### config.mk
export PLATFORM = sky130hd
export DESIGN_NAME = prio_vec_intc
export DESIGN_NICKNAME = d
export VERILOG_FILES = /design/src/rtl/intc_pkg.sv /design/src/rtl/intc_flag_bank.sv /design/src/rtl/intc_prio_pick.sv /design/src/rtl/intc_global_gate.sv /design/src/rtl/prio_vec_intc.sv
export SDC_FILE = /design/constraint.sdc
export NUM_CORES = 1
export LEC_CHECK = 0
export ABC_AREA = 0
export BUFFER_PORTS_ARGS = -buffer_cell sky130_fd_sc_hd__buf_2
export CAP_MARGIN = 25
export CORE_ASPECT_RATIO = 0.9
export CORE_MARGIN = 2
export CORE_UTILIZATION = 42
export DETAILED_ROUTE_END_ITERATION = 6
export GPL_ROUTABILITY_DRIVEN = 0
export HOLD_SLACK_MARGIN = 0.08
export PLACE_DENSITY = 0.73
export SLEW_MARGIN = 20
export SYNTH_ARGS = -nofsm -noshare
export SYNTH_HDL_FRONTEND = slang
export SYNTH_SLANG_ARGS = --single-unit
### constraint.sdc
create_clock -name clk -period 1.52 [get_ports clk]
set_clock_uncertainty 0.15 [all_clocks]
set_input_delay 0.076 -clock clk [delete_from_list [all_inputs] [get_ports clk]]
set_output_delay 0.076 -clock clk [all_outputs]
set_load 0.05 [all_outputs]
### src/rtl/intc_pkg.sv
// Package: shared register-select encoding for the interrupt controller.
// Assumes a one-bit register select on the software port.
package intc_pkg;
    typedef enum logic {
        SEL_ENABLE = 1'b0,
        SEL_FLAGS  = 1'b1
    } reg_sel_e;
endpackage

### src/rtl/intc_flag_bank.sv
// Module: pending-flag storage for event-type sources.
// Each bit is set by an event strobe and cleared by a software
// write-one or a hardware take. An event always wins over a clear.
// Assumes clear inputs are single-cycle.
module intc_flag_bank #(
    parameter int N_EDGE = 4
) (
    input  logic              clk,
    input  logic              rst_n,
    input  logic [N_EDGE-1:0] evt_i,
    input  logic [N_EDGE-1:0] sw_clr_i,
    input  logic [N_EDGE-1:0] hw_clr_i,
    output logic [N_EDGE-1:0] flags_o
);
    for (genvar k = 0; k < N_EDGE; k++) begin : g_flag
        // Purpose: hold one pending flag; a new event beats any clear.
        always_ff @(posedge clk) begin
            if (!rst_n) begin
                flags_o[k] <= 1'b0;
            end else begin
                flags_o[k] <= evt_i[k] | (flags_o[k] & ~sw_clr_i[k] & ~hw_clr_i[k]);
            end
        end
    end
endmodule

### src/rtl/intc_prio_pick.sv
// Module: fixed-priority picker; the lowest set request index wins.
// Purely combinational. Assumes N >= 1.
module intc_prio_pick #(
    parameter int N     = 6,
    localparam int IDX_W = (N > 1) ? $clog2(N) : 1
) (
    input  logic [N-1:0]     req_i,
    output logic             any_o,
    output logic [IDX_W-1:0] idx_o
);
    // Purpose: scan from the top down so the lowest set bit is the last one assigned.
    always_comb begin
        any_o = 1'b0;
        idx_o = '0;
        for (int i = N - 1; i >= 0; i--) begin
            if (req_i[i]) begin
                any_o = 1'b1;
                idx_o = IDX_W'(i);
            end
        end
    end
endmodule

### src/rtl/intc_global_gate.sv
// Module: global enable and the hold that follows a return.
// Take and disable clear the enable; a return or an enable command sets it.
// The hold is set by a return and released by a later retire pulse.
// Assumes all command inputs are single-cycle pulses.
module intc_global_gate (
    input  logic clk,
    input  logic rst_n,
    input  logic take_ok_i,
    input  logic rti_i,
    input  logic gdis_i,
    input  logic gena_i,
    input  logic retire_i,
    output logic gie_o,
    output logic hold_o
);
    // Purpose: update the global enable; clearing commands win over setting ones.
    always_ff @(posedge clk) begin
        if (!rst_n) begin
            gie_o <= 1'b0;
        end else if (take_ok_i || gdis_i) begin
            gie_o <= 1'b0;
        end else if (rti_i || gena_i) begin
            gie_o <= 1'b1;
        end
    end

    // Purpose: block presentation after a return until one instruction retires.
    always_ff @(posedge clk) begin
        if (!rst_n) begin
            hold_o <= 1'b0;
        end else if (rti_i) begin
            hold_o <= 1'b1;
        end else if (retire_i) begin
            hold_o <= 1'b0;
        end
    end
endmodule

### src/rtl/prio_vec_intc.sv
// Module: prioritized vectored interrupt controller (top).
// Combines event flags and level inputs with the per-source enables.
// Presents the lowest-index eligible source as vector index+1, because
// slot 0 is kept for reset. Outputs are combinational from state and inputs.
// Assumes the core raises take_i only while irq_valid_o is 1.
module prio_vec_intc #(
    parameter  int N_EDGE  = 4,
    parameter  int N_LEVEL = 2,
    localparam int N_SRC   = N_EDGE + N_LEVEL,
    localparam int VEC_W   = $clog2(N_SRC + 1),
    localparam int IDX_W   = (N_SRC > 1) ? $clog2(N_SRC) : 1
) (
    input  logic               clk,
    input  logic               rst_n,
    input  logic [N_EDGE-1:0]  evt_i,
    input  logic [N_LEVEL-1:0] lvl_i,
    output logic               irq_valid_o,
    output logic [VEC_W-1:0]   irq_vec_o,
    input  logic               take_i,
    input  logic               rti_i,
    input  logic               gdis_i,
    input  logic               gena_i,
    input  logic               retire_i,
    input  logic               reg_we_i,
    input  logic               reg_sel_i,
    input  logic [N_SRC-1:0]   reg_wdata_i,
    output logic [N_SRC-1:0]   reg_rdata_o
);
    import intc_pkg::*;

    logic [N_SRC-1:0]  enables;
    logic [N_EDGE-1:0] flags;
    logic [N_EDGE-1:0] sw_clr;
    logic [N_EDGE-1:0] hw_clr;
    logic [N_SRC-1:0]  req;
    logic              any_req;
    logic [IDX_W-1:0]  win_idx;
    logic              gie;
    logic              hold;
    logic              take_ok;

    // Purpose: software-written enable register.
    always_ff @(posedge clk) begin
        if (!rst_n) begin
            enables <= '0;
        end else if (reg_we_i && reg_sel_e'(reg_sel_i) == SEL_ENABLE) begin
            enables <= reg_wdata_i;
        end
    end

    // Purpose: write-one-to-clear mask for the flag register.
    always_comb begin
        sw_clr = '0;
        if (reg_we_i && reg_sel_e'(reg_sel_i) == SEL_FLAGS) begin
            sw_clr = reg_wdata_i[N_EDGE-1:0];
        end
    end

    assign take_ok = take_i && irq_valid_o;

    // Purpose: clear only the flag of the event source being taken.
    for (genvar k = 0; k < N_EDGE; k++) begin : g_hwclr
        assign hw_clr[k] = take_ok && (win_idx == IDX_W'(k));
    end

    intc_flag_bank #(.N_EDGE(N_EDGE)) u_flags (
        .clk      (clk),
        .rst_n    (rst_n),
        .evt_i    (evt_i),
        .sw_clr_i (sw_clr),
        .hw_clr_i (hw_clr),
        .flags_o  (flags)
    );

    // Purpose: eligible requests; event flags take the low positions.
    assign req = {lvl_i, flags} & enables;

    intc_prio_pick #(.N(N_SRC)) u_pick (
        .req_i (req),
        .any_o (any_req),
        .idx_o (win_idx)
    );

    intc_global_gate u_gate (
        .clk       (clk),
        .rst_n     (rst_n),
        .take_ok_i (take_ok),
        .rti_i     (rti_i),
        .gdis_i    (gdis_i),
        .gena_i    (gena_i),
        .retire_i  (retire_i),
        .gie_o     (gie),
        .hold_o    (hold)
    );

    // Purpose: present the winner only when globally open and not disabled this cycle.
    always_comb begin
        irq_valid_o = any_req && gie && !hold && !gdis_i;
        irq_vec_o   = irq_valid_o ? (VEC_W'(win_idx) + VEC_W'(1)) : '0;
    end

    // Purpose: read mux; level sources read as zero in the flag register.
    always_comb begin
        if (reg_sel_e'(reg_sel_i) == SEL_FLAGS) begin
            reg_rdata_o = {{N_LEVEL{1'b0}}, flags};
        end else begin
            reg_rdata_o = enables;
        end
    end
endmodule


# Word-level counts from Yosys, hierarchy flattened
# Index checks and enable logic that the tools add are counted.
# W data, S select, Z words.
[classes] n_addsub=1 n_eq_ne=3 mux=17 bitwise=23 reduce_logical=17
[op_table] cell="$mux W3" n=7
[op_table] cell="$logic_and A1 B1 Y1" n=10
[op_table] cell="$not A1 Y1" n=10
[op_table] cell="$and A1 B1 Y1" n=8
[op_table] cell="$mux W1" n=8
[op_table] cell="$and A6 B6 Y6" n=1
[op_table] cell="$eq A3 B2 Y1 const B" n=2
[op_table] cell="$mux W6" n=1
[op_table] cell="$mux W4" n=1
[op_table] cell="$or A1 B1 Y1" n=4
[op_table] cell="$add A3 B1 Y3 const B" n=1
[op_table] cell="$eq A3 B1 Y1 const B" n=1
[op_table] cell="$logic_not A3 Y1" n=1
[op_table] cell="$logic_not A1 Y1" n=2
[op_table] cell="$logic_or A1 B1 Y1" n=2
[op_table] cell="$reduce_bool A2 Y1" n=1
[op_table] cell="$reduce_or A2 Y1" n=1
[totals] regBits=12 output_inout_bits=10 wordCells=68

# Longest topological paths before layout
# Gate-level depths: netlist (run 1).
[logic_depth] word_depth=15 ltp_mapped=7

# Hierarchy
# A second synthesis (run 1) with hierarchy kept.
[hier_totals] hier_cells=90 area_unflattened_um2=805.8
[by_module_without_submodules] mod="prio_vec_intc" n_inst=1 cells_each=62 area_each_um2=514.2 seq_area_each_um2=120.1
[by_module_without_submodules] mod="intc_flag_bank" n_inst=1 cells_each=12 area_each_um2=160.2 seq_area_each_um2=80.1
[by_module_without_submodules] mod="intc_global_gate" n_inst=1 cells_each=6 area_each_um2=73.8 seq_area_each_um2=40.0
[by_module_without_submodules] mod="intc_prio_pick" n_inst=1 cells_each=10 area_each_um2=57.6 seq_area_each_um2=0.0

# Worst setup path after synthesis (run 1)
# No wires, ideal clock.
[synth_timing] kind="register -> output" from="register enables[4]" to="output port irq_vec_o[2]" arrival_time_ns=2.046 required_time_ns=1.294 slack_ns=-0.752 path_stages_with_launch=8 path_cell_list="dfxtp_1 > nand2_1 > a32oi_1 > nor2_1 > or2_2 > ha_1 > ha_1 > nor2_1"
[synth_via] elab_chain_cells=10 word_cells_on_any_way=16 classes_between="1 x add/sub; 11 x mux; 1 x bitwise; 3 x reduce/logical"
[synth_lines] element="start: declaration" line_no="prio_vec_intc.sv:31" text="logic [N_SRC-1:0] enables;"
[synth_lines] element="start signal: assignment" line_no="prio_vec_intc.sv:47" text="enables <= reg_wdata_i;"
[synth_lines] element="$and A6 B6 Y6 (*)" line_no="prio_vec_intc.sv:76" text="assign req = {lvl_i, flags} & enables;"
[synth_lines] element="parallel branches: the longest is 8 deep, another holds $add A3 B1 Y3"
[synth_lines] element="$mux W3 (*)" line_no="prio_vec_intc.sv:99" text="irq_vec_o = irq_valid_o ? (VEC_W'(win_idx) + VEC_W'(1)) : '0;"
[synth_lines] element="end: declaration" line_no="prio_vec_intc.sv:18" text="output logic [VEC_W-1:0] irq_vec_o,"
# Mark *: on every way between the ends.

# Worst setup path after layout (run 1)
# Same ends and word-level chain as after synthesis.

==> out/metrics.cfg, run 1 <==
[min_path]
holdCritStartpoint = reg_we_i
min_to = u_flags.flags_o[3]
holdCritPathClass = primary input to flop
hold_depth = 4

[setup_path]
cp-start-kind = flop
crit_path_end_kind = output pin
r2r_start = enables[4]
rrSetupSlack_ps = -210
crit_fanout = 2
cp.arrival_ps = 1890
r2r_cells = 8
worstReg2RegEnd = u_gate.gie_o
timing_worst_setup_path_type = flop to output pin
crit_required_ps = 1290

[global_route]
grt_max_degree = 13
grt_pass1_wl_um = 4380
overflow = 0
antenna_found_initial = 0
grt_usage_pct = 27.1
grt_pass1_vias = 973

[routing]
routed_wl_um = 3200
drt-pass1-iter-count = 5
vias_per_cell = 5.45
drtIter0Drc = 54
ant_nets = 0
drc_errors = 0
vias = 1008
wire_per_inst_um = 17.3

[final_layout]
drive_gt1_share_pct = 52.8
n_antenna_cell = 0
multiInputGateArea_um2 = 589
syn2layout_area_growth_pct = 90.1
fin_util_pct = 86.7
seqCellArea_um2 = 253
nNetsFinal = 188
stdcell_count = 185
fillCellCount = 86

[clocking]
htree_levels = 1
clock-sinks = 12
clk_pin_slew_ps = 90
clk_path_buf_depth = 2
worstSkewPairLatency_ps = 290
cts-root-buf = clkbuf_4
cts_buffers = 3
cts_tree = done

[timing]
rsz0062_at_grt = true
setup_viol = 9
tightest_slew_ps = 325
fin_crit_ps = 2110
period_share_pct = 139
fin_ws_ps = -591
relSlewSlack_pct = 78.2
slew_viol_final = 0
hold_violations = 0
finalSetupTns_ps = -2520
timing.fmax_ghz = 0.474

[placement]
place_inst = 154
dp_slack_ps = -351
hpwl_um = 1580
port-buffer-count = 30

[synthesis]
syn_area_um2 = 783
synth-seq-cells = 12
synth.distinct_cells = 27
synth-async-reset-ratio_pct = 0
synth_cells = 90
yosys.area.top_type = dfxtp_1
synth_enable_flop_cells = 0
syn-num-nets = 116
synthFlopType = dfxtp_1
yosysTopAreaCellShare_pct = 30.7
yosys-top-cells-area = dfxtp_1 (31%), ha_1 (8.0%), nor2b_1 (8.0%)
syn_area_per_cell_um2 = 8.70
ys_seq_area_share_pct = 30.7
ys_warn_count = 0

[power]
peakVddDrop_mv = 0.586
powerDensity_mw_per_mm2 = 645
p_leak_uw = 0.000710

[die]
start_util_pct = 45.6
rows = 14
ios = 31
core_area_mm2 = 0.00172
die_x_um = 49.5
die_area_mm2 = 0.00223
die_h_um = 45.0

[run]
cap_viol_max_count = 0

[run_status]
violations = negative setup slack
status = finished, violations left

power breakdown:
part | total (uW) | switching, uW | internal, uW | leakage [uW]
Sequential | 358 | 23.0 | 335 | 0.000102
Combinational | 322 | 158 | 164 | 0.000587
Clock | 280 | 134 | 146 | 0.0000210
Total | 960 | 315 | 646 | 0.000710
stage by stage:
step                hold WS, ps  area [um2]  total power, uW
global route                178        1490              992
CTS                        85.1        1450              913
detailed placement          122        1100              587
global placement            118        1100              581
finish                      154        1490              960
floorplan                 -2.58         838              498
critical path, stage by stage (launching register included):
cell and delay, ps:
dfxtp_2 350, nand2_2 60, a32oi_2 250, nor2_2 80, or2_4 250, ha_4 160, ha_4 210, nor2_4 80
buf_6 160
sequential cells by signal, summed over array words and instances (netlist names):
signal	flops
enables	6
u_flags.flags_o	4
u_gate.gie_o	1
u_gate.hold_o	1
layer usage:
layer / global-route usage, % / vias to the layer above / part of all wire, %
li1: - / 456 / -
met2: 53.6 / 70 / 52
met3: 5.30 / 20 / 6.8
met5: 0 / - / 0
met1: 26.5 / 462 / 37
met4: 16.1 / 0 / 4.3
worst max path at each step:
stage | endpoint | start | cells past startpoint
final | irq_vec_o[2] | enables[4] | 8
after CTS | irq_vec_o[2] | enables[4] | 8
after detailed placement | irq_vec_o[2] | enables[4] | 8
after floorplan | irq_vec_o[2] | enables[4] | 7
after global placement | irq_vec_o[2] | enables[4] | 8
after global routing | irq_vec_o[2] | enables[4] | 8
synthesized netlist by cell type (2+ instances only):
cell / count
a21oi_1: 2
a22o_1: 2
a31oi_1: 8
buf_2: 2
dfxtp_1: 12
ha_1: 5
inv_1: 10
mux2_2: 4
mux2i_1: 6
nand2_1: 4
nor2_1: 6
nor2b_1: 10
nor3b_1: 2
o21ai_0: 4
cell type report:
cell class | count | area share, %
Inverter | 10 | 2.52
Multi-Input combinational cell | 65 | 39.6
Tap cell | 24 | 2.02
Timing Repair Buffer | 70 | 36.5
Sequential cell | 12 | 17.0
Clock buffer | 4 | 2.44
cells in the final DEF (no fill, tap or decap), drive strengths merged:
cell type	netlist	final
buf	2	48
dlygate4sd3	0	21
dfxtp	12	12
nor2b	10	10
inv	10	10
a31oi	8	8
nor2	7	7
mux2i	6	6
ha	5	5
o21ai	4	4
mux2	4	4
nand2	4	4
clkbuf	1	4
a22o	3	3
nor3b	2	2
a21oi	2	2
nor3	2	2
or2	2	2
nand2b	1	1
a22oi	1	1
a221oi	1	1
a32oi	1	1
o21a	1	1
nor4b	1	1
dlymetal6s4s	0	1
cells by family after synthesis:
logic type,count (synthesis),synth area share (%)
AND/OR/NAND/NOR,29,22.5
AO/OA/AOI/OAI,21,18.9
buffers and inverters,13,6.55
flip-flops,12,30.7
multiplexers,10,13.4
adder cells (fa/ha/maj),5,7.99
timing repair:
item                       in CTS  in global routing
resized for setup              23                  9
setup endpoints to repair       6                 10
setup buffers                   1                  4
hold buffers                   23                  0
pin swaps                       1                  8
hold endpoints to repair       12                  0
Power figures use the tool's default switching activity.
==> run 2, diff against run 1 <==
- CORE_UTILIZATION: 42 -> 23
- PLACE_DENSITY: 0.73 -> unset
- clock period: 1.52 -> 2.4 ns (I/O delays scaled with it)
==> run 2 against run 1 <==
Critical path type unchanged. Sequential power fell by 37%. Via count fell by 17%. Clock power down 21%. Worst setup slack improved by 700 ps. Register-to-register slack gained 340 ps. Total power fell by 38%. Sequential cell count is the same. Critical path depth did not move. The run now ends clean. Largest cell class unchanged. Core utilization is 48 points lower. Sequential share of layout area increased by 1.7 points. Final cell count grew 2.2%.
==> out/metrics.cfg, run 2 (synthesis results as in run 1) <==
[timing]
hold_violations = 0  ; unchanged
fin_crit_ps = 2300
tightest_slew_ps = 708  ; +383 ps
rsz0062_at_grt = false
slew_viol_final = 0  ; unchanged
relSlewSlack_pct = 52.7  ; -25 points
setup_viol = 0  ; -9
period_share_pct = 95.7
finalSetupTns_ps = 0  ; +2520 ps
timing.fmax_ghz = 0.436
fin_hold_ws_ps = 585  ; +431 ps

[setup_path]
cp_slowest_stage_delay_ps = 340  ; about the same
timing_worst_setup_path_type = flop to output pin
crit_required_ps = 2130  ; +840 ps
cpLargestDelayFamily = simple AND/OR/NAND/NOR gates
cp-start-kind = flop
path_cells = nand2_1 > a32oi_2 > nor2_1 > or2_2 > ha_1 > ha_1 > nor2_1 > buf_6
crit_buf_inv = 1  ; unchanged
crit_fanout = 4  ; +2
cp.arrival_ps = 2030  ; +140 ps
crit_slowest_cell = dfxtp_2
crit_path_end_kind = output pin

[routing]
vias_per_cell = 4.42  ; -19%
drt-pass1-iter-count = 4  ; -1
drc_errors = 0  ; unchanged
routed_wl_um = 2270  ; -29%
wire_per_inst_um = 12.0  ; -31%
ant_nets = 0  ; unchanged
drtIter0Drc = 14  ; -74%
vias = 836  ; -17%

[power]
p_sw_share_pct = 27.6  ; -5.1 points
p_leak_uw = 0.000609  ; -14%
powerDensity_mw_per_mm2 = 463  ; -28%
seqPwrFrac_pct = 37.8  ; +0.5 points
switchingPower_uw = 165  ; -47%
clkPwrFrac_pct = 36.9  ; +7.7 points
p_int_uw = 433  ; -33%
pwr-share-comb_pct = 25.4  ; -8.1 points
peakVddDrop_mv = 0.143  ; -76%

[die]
die_h_um = 59.4  ; +32%
die_x_um = 65.5  ; +32%
core_area_mm2 = 0.00333  ; +94%
rows = 20  ; +6
ios = 31  ; unchanged
start_util_pct = 23.5  ; -22 points
die_area_mm2 = 0.00389  ; +75%

[final_layout]
nNetsFinal = 172  ; -8.5%
multiInputGateArea_um2 = 505  ; -14%
layout_commonest_cell = buf_2
n_antenna_cell = 0  ; unchanged
largest_register_ff_count = 6  ; unchanged
regMostFlops = enables
fin_area_mm2 = 0.00129  ; -13%
syn2layout_area_growth_pct = 64.9
fillCellCount = 334  ; +290%
drive_gt1_share_pct = 31.7  ; -21 points
top_regs = enables (6), u_flags.flags_o (4)
seqCellArea_um2 = 241  ; -4.5%
layout_common_cells = buf_2 (29), dlygate4sd3_1 (24), dfxtp_1 (11)
stdcell_count = 189  ; +2.2%

[placement]
dpl_cell_area_um2 = 975  ; -12%
port-buffer-count = 30  ; unchanged
place_inst = 161  ; +4.5%
hpwl_um = 1660  ; +5.3%

[global_route]
grt_usage_pct = 13.1  ; -14 points
overflow = 0  ; unchanged
antenna_found_initial = 0  ; unchanged
grt_pass1_wl_um = 3940  ; -10%
grt_max_degree = 13  ; unchanged
grt_pass1_vias = 927  ; -4.7%

[clocking]
clk_path_buf_depth = 2  ; unchanged
cts_buffers = 3  ; unchanged
clock-sinks = 12  ; unchanged
cts-root-buf = clkbuf_8
cts_tree = done
clk_pin_slew_ps = 50  ; -40 ps
htree_levels = 1  ; unchanged
worstSkewPairLatency_ps = 240  ; -50 ps

[run]
cap_viol_max_count = 0  ; unchanged

[run_status]
status = complete, no violations

[min_path]
holdCritPathClass = primary input to output pin

==> run 2: changes by cell type in the layout (fill, tap and decap cells not counted), moves of 3 or more <==
cell / change
clkbuf_8: +3
dlygate4sd3_1: +3
clkbuf_4: -3
buf_4: -17
nor2_1: +3
buf_6: -5
dfxtp_2: -6
dfxtp_1: +7
buf_2: +4
ha_1: +3
==> run 2: repair_timing <==
| action | 4_1_cts | 5_1_grt |
|---|---|---|
| pin swaps | 0 | 1 |
| hold buffers | 24 | 0 |
| resized for setup | 1 | 4 |
| setup buffers | 0 | 0 |
| setup endpoints to repair | 1 | 4 |
| endpoints found under the hold margin | 12 | 0 |
==> run 2: worst register-to-register path, delay by kind of cell, from the launching register on <==
kind | cells | cell delay, ps
AO/OA/AOI/OAI | 2 | 350
adder cells (fa/ha/maj) | 2 | 390
buffers and inverters | 1 | 560
flip-flops | 1 | 340
AND/OR/NAND/NOR | 3 | 450
==> run 2: per-stage QoR <==
step	util, %	worst slack [ps]	total power, uW
after floorplan	-	83.6	308
after global placement	29.3	307	343
after detailed placement	29.3	259	346
after CTS	38.2	46.2	596
after global routing	38.8	15.2	633
final	38.8	104	598
==> run 2: final timing paths <==
| check | cells past startpoint | start | end | slack (ps) |
|---|---|---|---|---|
| worst min-delay path | 3 | reg_sel_i | reg_rdata_o[4] | 580 |
| worst max register to register | 8 | enables[4] | u_flags.flags_o[3] | 130 |
| worst max-delay path | 8 | enables[4] | irq_vec_o[2] | 100 |
| worst min register to register | 3 | enables[4] | enables[4] | 970 |
==> run 2: power groups by stage <==
stage / Sequential (uW) / Combinational (uW) / Clock (uW)
final: 226 / 152 / 221
after global routing: 228 / 167 / 238
after CTS: 224 / 150 / 222
after detailed placement: 228 / 118 / 0
after global placement: 228 / 115 / 0
after floorplan: 225 / 82.7 / 0
==> run 2: layout make-up <==
type,instances,area share [%]
clock buffer,4,4.26
inverter,10,2.91
timing repair buffer,54,30.7
tap,44,4.26
sequential,12,18.7
multi-input combinational,65,39.1
==> run 2: routing by layer <==
layer	vias up	track usage [%]	share of wire (%)
met4	0	7.14	1.5
met2	19	22.7	50
met1	391	15.5	44
met5	-	0	0
met3	4	2.28	5.0
li1	422	-	-
